--- src/rtl/burst_seq_pkg.sv ---
package burst_seq_pkg;

    localparam int unsigned ADDR_W_DEF = 17;
    localparam int unsigned BEAT_W     = 2;
    localparam int unsigned BEATS      = 1 << BEAT_W;

    typedef logic [BEAT_W-1:0] beat_t;

    typedef enum logic {
        ORDER_LINEAR = 1'b0,
        ORDER_XOR    = 1'b1
    } order_e;

    typedef struct packed {
        logic load;
        logic step;
    } seq_ctl_t;

    function automatic beat_t linear_low(input beat_t start, input beat_t cnt);
        return beat_t'(start + cnt);
    endfunction

    function automatic beat_t xor_low(input beat_t start, input beat_t cnt);
        return start ^ cnt;
    endfunction

endpackage

--- src/rtl/burst_load_ctl.sv ---
module burst_load_ctl
    import burst_seq_pkg::*;
#(
    parameter int unsigned ADDR_W = ADDR_W_DEF
) (
    input  logic              clk,
    input  logic              rst,
    input  logic [ADDR_W-1:0] addr_in,
    input  logic              ctl_strobe_n,
    input  logic              cpu_strobe_n,
    input  logic              ce_n,
    input  logic              step_n,
    output seq_ctl_t          ctl,
    output logic [ADDR_W-1:0] base_q
);

    logic strobe_any;

    always_comb begin
        strobe_any = !ctl_strobe_n || !cpu_strobe_n;
        ctl.load   = !ce_n && strobe_any;
        ctl.step   = !ctl.load && !step_n;
    end

    always_ff @(posedge clk) begin
        if (rst) begin
            base_q <= '0;
        end else if (ctl.load) begin
            base_q <= addr_in;
        end
    end

    // a qualified strobe captures the offered address
    assert_capture_R2: assert property (@(posedge clk) disable iff (rst)
        (!ce_n && (!ctl_strobe_n || !cpu_strobe_n)) |=> base_q == $past(addr_in));

    // with chip enable high the captured address holds
    assert_ce_gate_R3: assert property (@(posedge clk) disable iff (rst)
        ce_n |=> $stable(base_q));

endmodule

--- src/rtl/burst_beat_ctr.sv ---
module burst_beat_ctr
    import burst_seq_pkg::*;
(
    input  logic     clk,
    input  logic     rst,
    input  seq_ctl_t ctl,
    output beat_t    cnt_q
);

    always_ff @(posedge clk) begin
        if (rst) begin
            cnt_q <= '0;
        end else if (ctl.load) begin
            cnt_q <= '0;
        end else if (ctl.step) begin
            cnt_q <= cnt_q + beat_t'(1);
        end
    end

    // a load clears the beat count even when an advance is requested
    assert_load_clears_R8: assert property (@(posedge clk) disable iff (rst)
        ctl.load |=> cnt_q == '0);

    // an advance moves the count by one, modulo the burst length
    assert_step_wraps_R9: assert property (@(posedge clk) disable iff (rst)
        ctl.step |=> cnt_q == beat_t'($past(cnt_q) + 1));

endmodule

--- src/rtl/burst_order_map.sv ---
module burst_order_map
    import burst_seq_pkg::*;
#(
    parameter int unsigned ADDR_W = ADDR_W_DEF
) (
    input  logic [ADDR_W-1:0] base,
    input  beat_t             cnt,
    input  logic              order_ilv,
    output logic [ADDR_W-1:0] addr_out
);

    localparam int unsigned UP_W = ADDR_W - BEAT_W;

    order_e mode;
    beat_t  lin_low;
    beat_t  ilv_low;
    beat_t  low_sel;

    always_comb begin
        mode    = order_e'(order_ilv);
        lin_low = linear_low(base[BEAT_W-1:0], cnt);
        ilv_low = xor_low(base[BEAT_W-1:0], cnt);
        case (mode)
            ORDER_XOR: low_sel = ilv_low;
            default:   low_sel = lin_low;
        endcase
    end

    generate
        if (UP_W > 0) begin : g_upper
            assign addr_out = {base[ADDR_W-1:BEAT_W], low_sel};
        end else begin : g_low_only
            assign addr_out = low_sel[ADDR_W-1:0];
        end
    endgenerate

    // beat zero always presents the start address in either order
    always_comb begin
        if (cnt == '0) begin
            assert_beat0_start_R5: assert (addr_out == base);
        end
    end

endmodule

--- src/rtl/burst_seq_gen.sv ---
module burst_seq_gen
    import burst_seq_pkg::*;
#(
    parameter int unsigned ADDR_W = ADDR_W_DEF
) (
    input  logic              clk,
    input  logic              rst,
    input  logic [ADDR_W-1:0] addr_in,
    input  logic              ctl_strobe_n,
    input  logic              cpu_strobe_n,
    input  logic              ce_n,
    input  logic              step_n,
    input  logic              order_ilv,
    output logic [ADDR_W-1:0] mem_addr
);

    seq_ctl_t          ctl;
    logic [ADDR_W-1:0] base_q;
    beat_t             cnt_q;

    burst_load_ctl #(.ADDR_W(ADDR_W)) u_load (
        .clk          (clk),
        .rst          (rst),
        .addr_in      (addr_in),
        .ctl_strobe_n (ctl_strobe_n),
        .cpu_strobe_n (cpu_strobe_n),
        .ce_n         (ce_n),
        .step_n       (step_n),
        .ctl          (ctl),
        .base_q       (base_q)
    );

    burst_beat_ctr u_ctr (
        .clk   (clk),
        .rst   (rst),
        .ctl   (ctl),
        .cnt_q (cnt_q)
    );

    burst_order_map #(.ADDR_W(ADDR_W)) u_map (
        .base      (base_q),
        .cnt       (cnt_q),
        .order_ilv (order_ilv),
        .addr_out  (mem_addr)
    );

    // no load and no advance leaves the address unchanged
    assert_hold_R4: assert property (@(posedge clk) disable iff (rst)
        (!(!ce_n && (!ctl_strobe_n || !cpu_strobe_n)) && step_n && $stable(order_ilv))
        |=> $stable(mem_addr));

    // an advance never disturbs the upper address bits
    assert_upper_fixed_R7: assert property (@(posedge clk) disable iff (rst)
        (!(!ce_n && (!ctl_strobe_n || !cpu_strobe_n)))
        |=> mem_addr[ADDR_W-1:BEAT_W] == $past(mem_addr[ADDR_W-1:BEAT_W]));

endmodule

--- config.mk ---
export PLATFORM = sky130hd
export DESIGN_NAME = burst_seq_gen
export DESIGN_NICKNAME = d
export VERILOG_FILES = /design/src/rtl/burst_seq_pkg.sv /design/src/rtl/burst_load_ctl.sv /design/src/rtl/burst_beat_ctr.sv /design/src/rtl/burst_order_map.sv /design/src/rtl/burst_seq_gen.sv
export SDC_FILE = /design/constraint.sdc
export NUM_CORES = 1
export LEC_CHECK = 0
export BUFFER_PORTS_ARGS = -buffer_cell sky130_fd_sc_hd__buf_4
export CAP_MARGIN = 25
export CORE_MARGIN = 3
export CORE_UTILIZATION = 30
export CTS_BUF_LIST = sky130_fd_sc_hd__clkbuf_2
export CTS_CLUSTER_SIZE = 10
export DETAILED_ROUTE_END_ITERATION = 10
export GPL_TIMING_DRIVEN = 1
export PLACE_DENSITY = 0.58
export SYNTH_ARGS = -nofsm -noshare
export SYNTH_HDL_FRONTEND = slang
export SYNTH_SLANG_ARGS = --single-unit
--- constraint.sdc ---
create_clock -name clk -period 2.65 [get_ports clk]
set_clock_uncertainty 0.2 [all_clocks]
set_input_delay 0.265 -clock clk [delete_from_list [all_inputs] [get_ports clk]]
set_output_delay 0.265 -clock clk [all_outputs]
set_load 0.05 [all_outputs]
==> Word level (Yosys, flattened, before mapping) <==
Index checks and enable logic that the tools add are counted.
{ "word_totals": {"register_bits": 19, "inputBits": 24, "out_inout_bits": 17} }
{ "op_classes": {"n_addsub": 2, "muxes": 1, "bitwise_logic": 1, "reduce_logical": 9} }
{ "op_table": {"columns": ["operator", "n"], "rows": [
  ["$logic_not 1->1", 5],
  ["$add 2x1->2 const B", 1],
  ["$add 2x2->2", 1],
  ["$logic_and 1x1->1", 2],
  ["$mux 2", 1],
  ["$reduce_or 2->1", 1],
  ["$xor 2x2->2", 1],
  ["$logic_or 1x1->1", 1]
]} }

==> Depth between registers and ports, before layout <==
Gate-level depths: netlist (run 1).
{ "logic_depth": {"ltp_word": 5, "ltp_mapped": 5, "depth_no_buf": 3} }

==> Cells and area by module <==
A second synthesis (run 1) with hierarchy kept.
{ "hier_totals": {"cells_unflattened": 102, "hier_area_um2": 1012.2} }
{ "by_module_without_submodules": {"columns": ["module", "n_inst", "cells_per_inst", "area_per_inst_um2", "seq_area_each_um2"], "rows": [
  ["burst_load_ctl", 1, 75, 778.2, 340.3],
  ["burst_order_map", 1, 19, 148.9, 0.0],
  ["burst_beat_ctr", 1, 8, 85.1, 40.0]
]} }

==> Worst setup path after synthesis (run 1) <==
No wires, ideal clock.
{ "synth_path": {"path_kind": "register -> output", "from": "register u_load.base_q[0]", "to": "output mem_addr[1]", "arrival_ns": 1.428, "required_ns": 2.185, "slack_ns": 0.757, "path_stages_with_launch": 4, "path_buffers": 0, "path_cell_list": "dfxtp_1 ha_1 nor2b_1 xnor2_1"} }
{ "synth_via": {"elab_chain_len": 2} }
{ "synth_lines": {"columns": ["element", "line", "source"], "rows": [
  ["from (decl)", "burst_load_ctl.sv:14", "output logic [ADDR_W-1:0] base_q"],
  ["from (signal assigned)", "burst_load_ctl.sv:29", "base_q <= addr_in;"],
  ["$add 2x2->2", "burst_seq_pkg.sv:20", "return beat_t'(start + cnt);"],
  ["$mux 2", "burst_order_map.sv:23", "case (mode)"],
  ["to (decl)", "burst_seq_gen.sv:14", "output logic [ADDR_W-1:0] mem_addr"]
]} }
Every way passes these cells.

==> Final worst setup path (run 1) <==
Ends and elaborated chain as after synthesis.

==> impl_metrics.ini, run 1 <==
[floorplan]
ios = 41
core_area_um2 = 2829
start_util_pct = 32.11
rows = 19
die_h_um = 61.03
dieArea_um2 = 3724
die_x_um = 61.03

[timing]
tns_ps = 0
relSlewSlack_pct = 50.88
worstMarginPinSlew_ps = 736.9
finalCritPeriodShare_pct = 67.82
finalHoldViolCount = 0
period_minus_slack_ps = 1797
hold_ws_ps = 23.92
rsz0062_at_grt = false
finalSetupViolCount = 0
fmax_ghz = 0.5564
slew_violations = 0
worst_slack_ps = 852.8

[clock_network]
clock_path_buffers = 2
clk_pin_slew_ps = 180
clk_latency_ps = 300
cts_setup_buffers = 0
cts_tree = yes
cts_buffers = 3
cts.sinks = 19
cts_max_level = 1
cts_root_buffer = clkbuf_2
ctsResizeCount = 0

[status]
outcome = finished clean

[setup_path]
crit_slowest_cell = dfxtp_1
critical_path.cell_chain = ha_1 > nor2b_1 > xnor2_1 > buf_4
path_class = flop to output pin
cp.required_ps = 2180
path_max_fanout = 2
start_kind = flop
worst_setup_path_end_kind = output pin
slowest_delay_ps = 390
arrival_ps = 1330

[finish]
final_net_count = 168
drive_above_1_share_pct = 45.77
area_growth_pct = 40.63
n_antenna_cell = 0
num-fill-cells = 286
final_cells = 173

[synthesis]
synthCells = 101
synth_top_area_share_pct = 41.87
synth_compound_area_share_pct = 16.12
synth_cell_type_count = 17
syn_area_um2 = 908.4
ys_warn_count = 0
synth_top_family_by_area = simple AND/OR/NAND/NOR gates
yosys-top-cells-area = dfxtp_1, buf_4, nand2_1
yosys.area.top_type = dfxtp_1
ys_seq_area_share_pct = 41.87
muxShareOfSynthArea_pct = 0
yosys.area_share.simple_pct = 20.11
synthFlopType = dfxtp_1
synth_nets = 126
synthAdderAreaFrac_pct = 1.377
synth-edff-count = 0
synth_common_cells = nand2_1, dfxtp_1, buf_4, a21oi_2, nand2_2
synth-seq-cells = 19
async_reset_ff_share_pct = 0
syn_avg_cell_area_um2 = 8.994
synth_xor_xnor_area_share_pct = 2.893
yosys.cell_count.top_type = nand2_1

[pwr]
p_total_w = 0.0006120
power.share.sequential_pct = 50.9
swShare_pct = 32.90
power_density_nw_per_um2 = 479.1
vdd_drop_max_mv = 0.1504
p_sw_w = 0.0002014
pwr-share-clk_pct = 20.1
intPower_w = 0.0004107
p_leak_nw = 0.5495
p_comb_share_pct = 29.0

[detailed_routing]
vias = 737
drc = 0
ant_nets = 0
routed_via_density = 4.260
drtPass1Iterations = 4
wirelength_mm = 1.899
first_iter_violations = 18
routedWlPerCell_um = 10.98

[global_routing]
grt_start_max_net_pins = 20
grt_usage_pct = 10.43
grt_pass1_wl_mm = 2.953
grt_overflow = 0
grt_pass1_vias = 710
antenna_found_initial = 0

[place]
place_congestion = 0.6392
port_buffers = 40
post-dp-hpwl_mm = 1.269
dp_cells = 152
place_worst_setup_slack_ps = 1125

[hold_path]
hold_path_class = primary input to flop

[flow_run]
maxCapViolCount = 0
worst max-delay path: cells and delay by family, from the launching register on:
kind	cells	cell delay, ps
AND/OR/NAND/NOR	1	150
buffers and inverters	1	220
adder cells (fa/ha/maj)	1	140
XOR/XNOR	1	130
flip-flops	1	390
final timing paths:
kind | start | slack (ps) | to | cells past startpoint
min reg2reg | u_load.base_q[4]$_SDFFE_PP0P_ | 270 | u_load.base_q[4]$_SDFFE_PP0P_ | 2
max | u_load.base_q[0]$_SDFFE_PP0P_ | 850 | mem_addr[1] | 4
max reg2reg | u_ctr.cnt_q[0]$_SDFFE_PP0P_ | 1560 | u_ctr.cnt_q[1]$_SDFFE_PP0P_ | 3
min | step_n | 20 | u_ctr.cnt_q[0]$_SDFFE_PP0P_ | 3
per-stage QoR:
step	util (%)	instance area [µm²]
after floorplan	-	908.4
after global placement	38.43	1087
after detailed placement	38.43	1087
after CTS	45.16	1277
after global routing	45.16	1277
final	45.16	1277
state kept, by name, indices dropped and copies added, names as in the netlist:
register       cells
u_ctr.cnt_q        2
u_load.base_q     17
cell families (layout without fill, tap and decap cells):
group	Yosys count	in the layout
AOI/OAI and AO/OA	19	19
xor gates and xnor gates	3	3
adders and majority gates	1	1
buffers and inverters	20	61
DFF	19	19
and+or+nand+nor	39	39
per-layer routing:
layer | vias up | global-route usage, % | wire length [µm]
met5 | - | 0 | 0
met2 | 16 | 17.98 | 987
li1 | 389 | - | -
met4 | 0 | 5.573 | 23
met3 | 2 | 0.6289 | 50
met1 | 330 | 12.98 | 837
power by group through the flow:
stage | Sequential (W) | Clock (W) | Combinational, W
after floorplan | 0.000315 | 0 | 0.000126
after global placement | 0.000318 | 0 | 0.000157
after detailed placement | 0.000318 | 0 | 0.000158
after CTS | 0.000312 | 0.000129 | 0.000179
after global routing | 0.000314 | 0.000135 | 0.000190
final | 0.000311 | 0.000123 | 0.000178
layout by cell type (no fill, tap or decap):
| cell type | Yosys | layout |
|---|---|---|
| a21o_1 | 1 | 1 |
| a21oi_1 | 7 | 7 |
| a21oi_2 | 10 | 10 |
| a21oi_4 | 1 | 1 |
| buf_4 | 16 | 40 |
| clkbuf_2 | 0 | 3 |
| clkinv_2 | 0 | 1 |
| dfxtp_1 | 19 | 19 |
| dlygate4sd3_1 | 0 | 17 |
| ha_1 | 1 | 1 |
| nand2_1 | 24 | 24 |
| nand2_2 | 10 | 10 |
| nor2b_1 | 3 | 3 |
| nor3_1 | 1 | 1 |
| nor4_1 | 1 | 1 |
| xnor2_1 | 3 | 3 |
area by class of cell:
cell class / instances / area [µm²] / share of cell area [%]
clock buffer: 3 / 15.01 / 1.175
multi-input combinational: 62 / 367.9 / 28.80
timing repair buffer: 57 / 470.5 / 36.83
clock inverter: 1 / 5.005 / 0.3918
tap: 31 / 38.79 / 3.036
sequential: 19 / 380.4 / 29.77
repair_timing:
action                     4_1_cts  5_1_grt
hold buffers                    17        0
hold endpoints to repair        17        0
setup endpoints to repair        0        0
Note: power is estimated with default switching activity, not from simulation.
==> run 2, diff against run 1 <==
==> constraint.sdc (replaced) <==
create_clock -name clk -period 1.8 [get_ports clk]
set_clock_uncertainty 0.2 [all_clocks]
set_input_delay 0.18 -clock clk [delete_from_list [all_inputs] [get_ports clk]]
set_output_delay 0.18 -clock clk [all_outputs]
set_load 0.05 [all_outputs]
==> impl_metrics.ini, run 2 (synthesis gave the netlist of run 1 again) <==
[status]
outcome = finished clean

[timing]
relSlewSlack_pct = 51.93
hold_ws_ps = 25.83
tns_ps = 0
finalCritPeriodShare_pct = 94.10
finalSetupViolCount = 0
worstMarginPinSlew_ps = 721.1
period_minus_slack_ps = 1694
fmax_ghz = 0.5904
slew_violations = 0
rsz0062_at_grt = false
finalHoldViolCount = 0

[clock_network]
cts_setup_buffers = 0
cts_max_level = 1
cts_buffers = 3
cts_root_buffer = clkbuf_2
clk_pin_slew_ps = 180
clk_latency_ps = 300
cts_tree = yes
cts.sinks = 19
clock_path_buffers = 2

[setup_path]
worst_setup_path_end_kind = output pin
arrival_ps = 1310
crit_buf_inv = 1
worstSetupStartpoint = u_load.base_q[0]$_SDFFE_PP0P_
path_class = flop to output pin
worstRegToRegCells = 3
critical_path.cell_chain = ha_1 > nor2b_1 > xnor2_2 > buf_6
cp_num_cells = 4
start_kind = flop
path_max_fanout = 2
path_delay_family = flip-flops
r2r-start = u_load.base_q[10]$_SDFFE_PP0P_
slowest_delay_ps = 380
crit_slowest_cell = dfxtp_2
cp.required_ps = 1420

[finish]
largest-register = u_load.base_q
final_net_count = 184
n_antenna_cell = 0
final_common_cell = buf_4
final_cell_mix = buf_4, dlygate4sd3_1, nand2_1, dfxtp_1
drive_above_1_share_pct = 43.04
reg_top3 = u_load.base_q (17), u_ctr.cnt_q (2)
num-fill-cells = 273
largest_register_ffs = 17
area_growth_pct = 59.78

[pwr]
power.share.sequential_pct = 49.0
pwr-share-clk_pct = 19.8
p_comb_share_pct = 31.2
intPower_w = 0.0006388
power_density_nw_per_um2 = 646.6
vdd_drop_max_mv = 0.5423
swShare_pct = 31.93
p_leak_nw = 0.6375
p_sw_w = 0.0002996

[floorplan]
ios = 41
dieArea_um2 = 3724
die_h_um = 61.03
rows = 19
start_util_pct = 32.11
die_x_um = 61.03
core_area_um2 = 2829

[global_routing]
grt_pass1_wl_mm = 3.312
antenna_found_initial = 0
grt_pass1_vias = 780
grt_overflow = 0
grt_start_max_net_pins = 20
grt_usage_pct = 11.77

[detailed_routing]
drtPass1Iterations = 4
wirelength_mm = 2.108
drc = 0
first_iter_violations = 26
ant_nets = 0
routed_via_density = 4.429
routedWlPerCell_um = 11.15
vias = 837

[place]
port_buffers = 40
post-dp-hpwl_mm = 1.238
place_congestion = 0.6435

[hold_path]
holdCritStartpoint = rst
hold_path_class = primary input to flop
hold-path-cell-count = 2

[flow_run]
maxCapViolCount = 0
==> run 2: cell count changes in the layout (fill, tap and decap cells not counted), sizes merged <==
cell / change
clkbuf: +1
clkinv: -1
dlygate4sd3: +16
==> run 2: cell type report <==
| cell class | count | area [µm²] | area share (%) |
|---|---|---|---|
| timing repair buffer | 73 | 634.4 | 43.71 |
| sequential | 19 | 382.9 | 26.38 |
| multi-input combinational | 62 | 375.4 | 25.86 |
| tap | 31 | 38.79 | 2.672 |
| clock buffer | 4 | 20.02 | 1.379 |
==> run 2: repair_timing <==
action,4_1_cts,5_1_grt
resized for setup,0,3
hold buffers,33,0
setup endpoints to repair,0,1
endpoints found under the hold margin,19,0
==> run 2: path summary, 6_finish.rpt <==
check / endpoint / slack, ps
setup reg to reg: u_load.base_q[10]$_SDFFE_PP0P_ / 400
hold / removal: u_load.base_q[9]$_SDFFE_PP0P_ / 30
hold reg to reg: u_load.base_q[4]$_SDFFE_PP0P_ / 270
setup / recovery: mem_addr[1] / 110
==> run 2: metrics by stage <==
| stage | power, W | setup slack [ps] | area [µm²] | std cells | utilization, % |
|---|---|---|---|---|---|
| 6_report | 0.0009384 | 106.2 | 1451 | 189 | 51.30 |
| 2_1_floorplan | 0.0006518 | 299.1 | 915.9 | 101 | - |
| 4_1_cts | 0.0009512 | 27.02 | 1445 | 189 | 51.08 |
| 3_3_place_gp | 0.0006999 | 399.9 | 1095 | 152 | 38.70 |
| 3_5_place_dp | 0.0007032 | 361.9 | 1095 | 152 | 38.70 |
| 5_1_grt | 0.0009855 | 15.75 | 1451 | 189 | 51.30 |
==> run 2: power by group through the flow <==
stage                     combinational (W)  sequential, W  clock (W)
final                              0.000293       0.000460   0.000186
after global routing               0.000312       0.000463   0.000210
after CTS                          0.000291       0.000460   0.000201
after detailed placement           0.000235       0.000468          0
after global placement             0.000233       0.000467          0
after floorplan                    0.000187       0.000464          0
==> run 2: worst reg2reg max path: stages, from the launching register on <==
cell	delay, ps
dfxtp_1	390
nand2_2	60
a21oi_2	150
dlygate4sd3_1	560
==> run 2: routing by layer <==
metal	wire, µm	GRT usage (%)	part of all wire [%]	vias up
met5	0	0	0	-
met4	0	1.858	0	0
met3	156	4.403	7.4	0
met2	1057	20.85	50	34
met1	893	13.75	42	382
li1	-	-	-	421
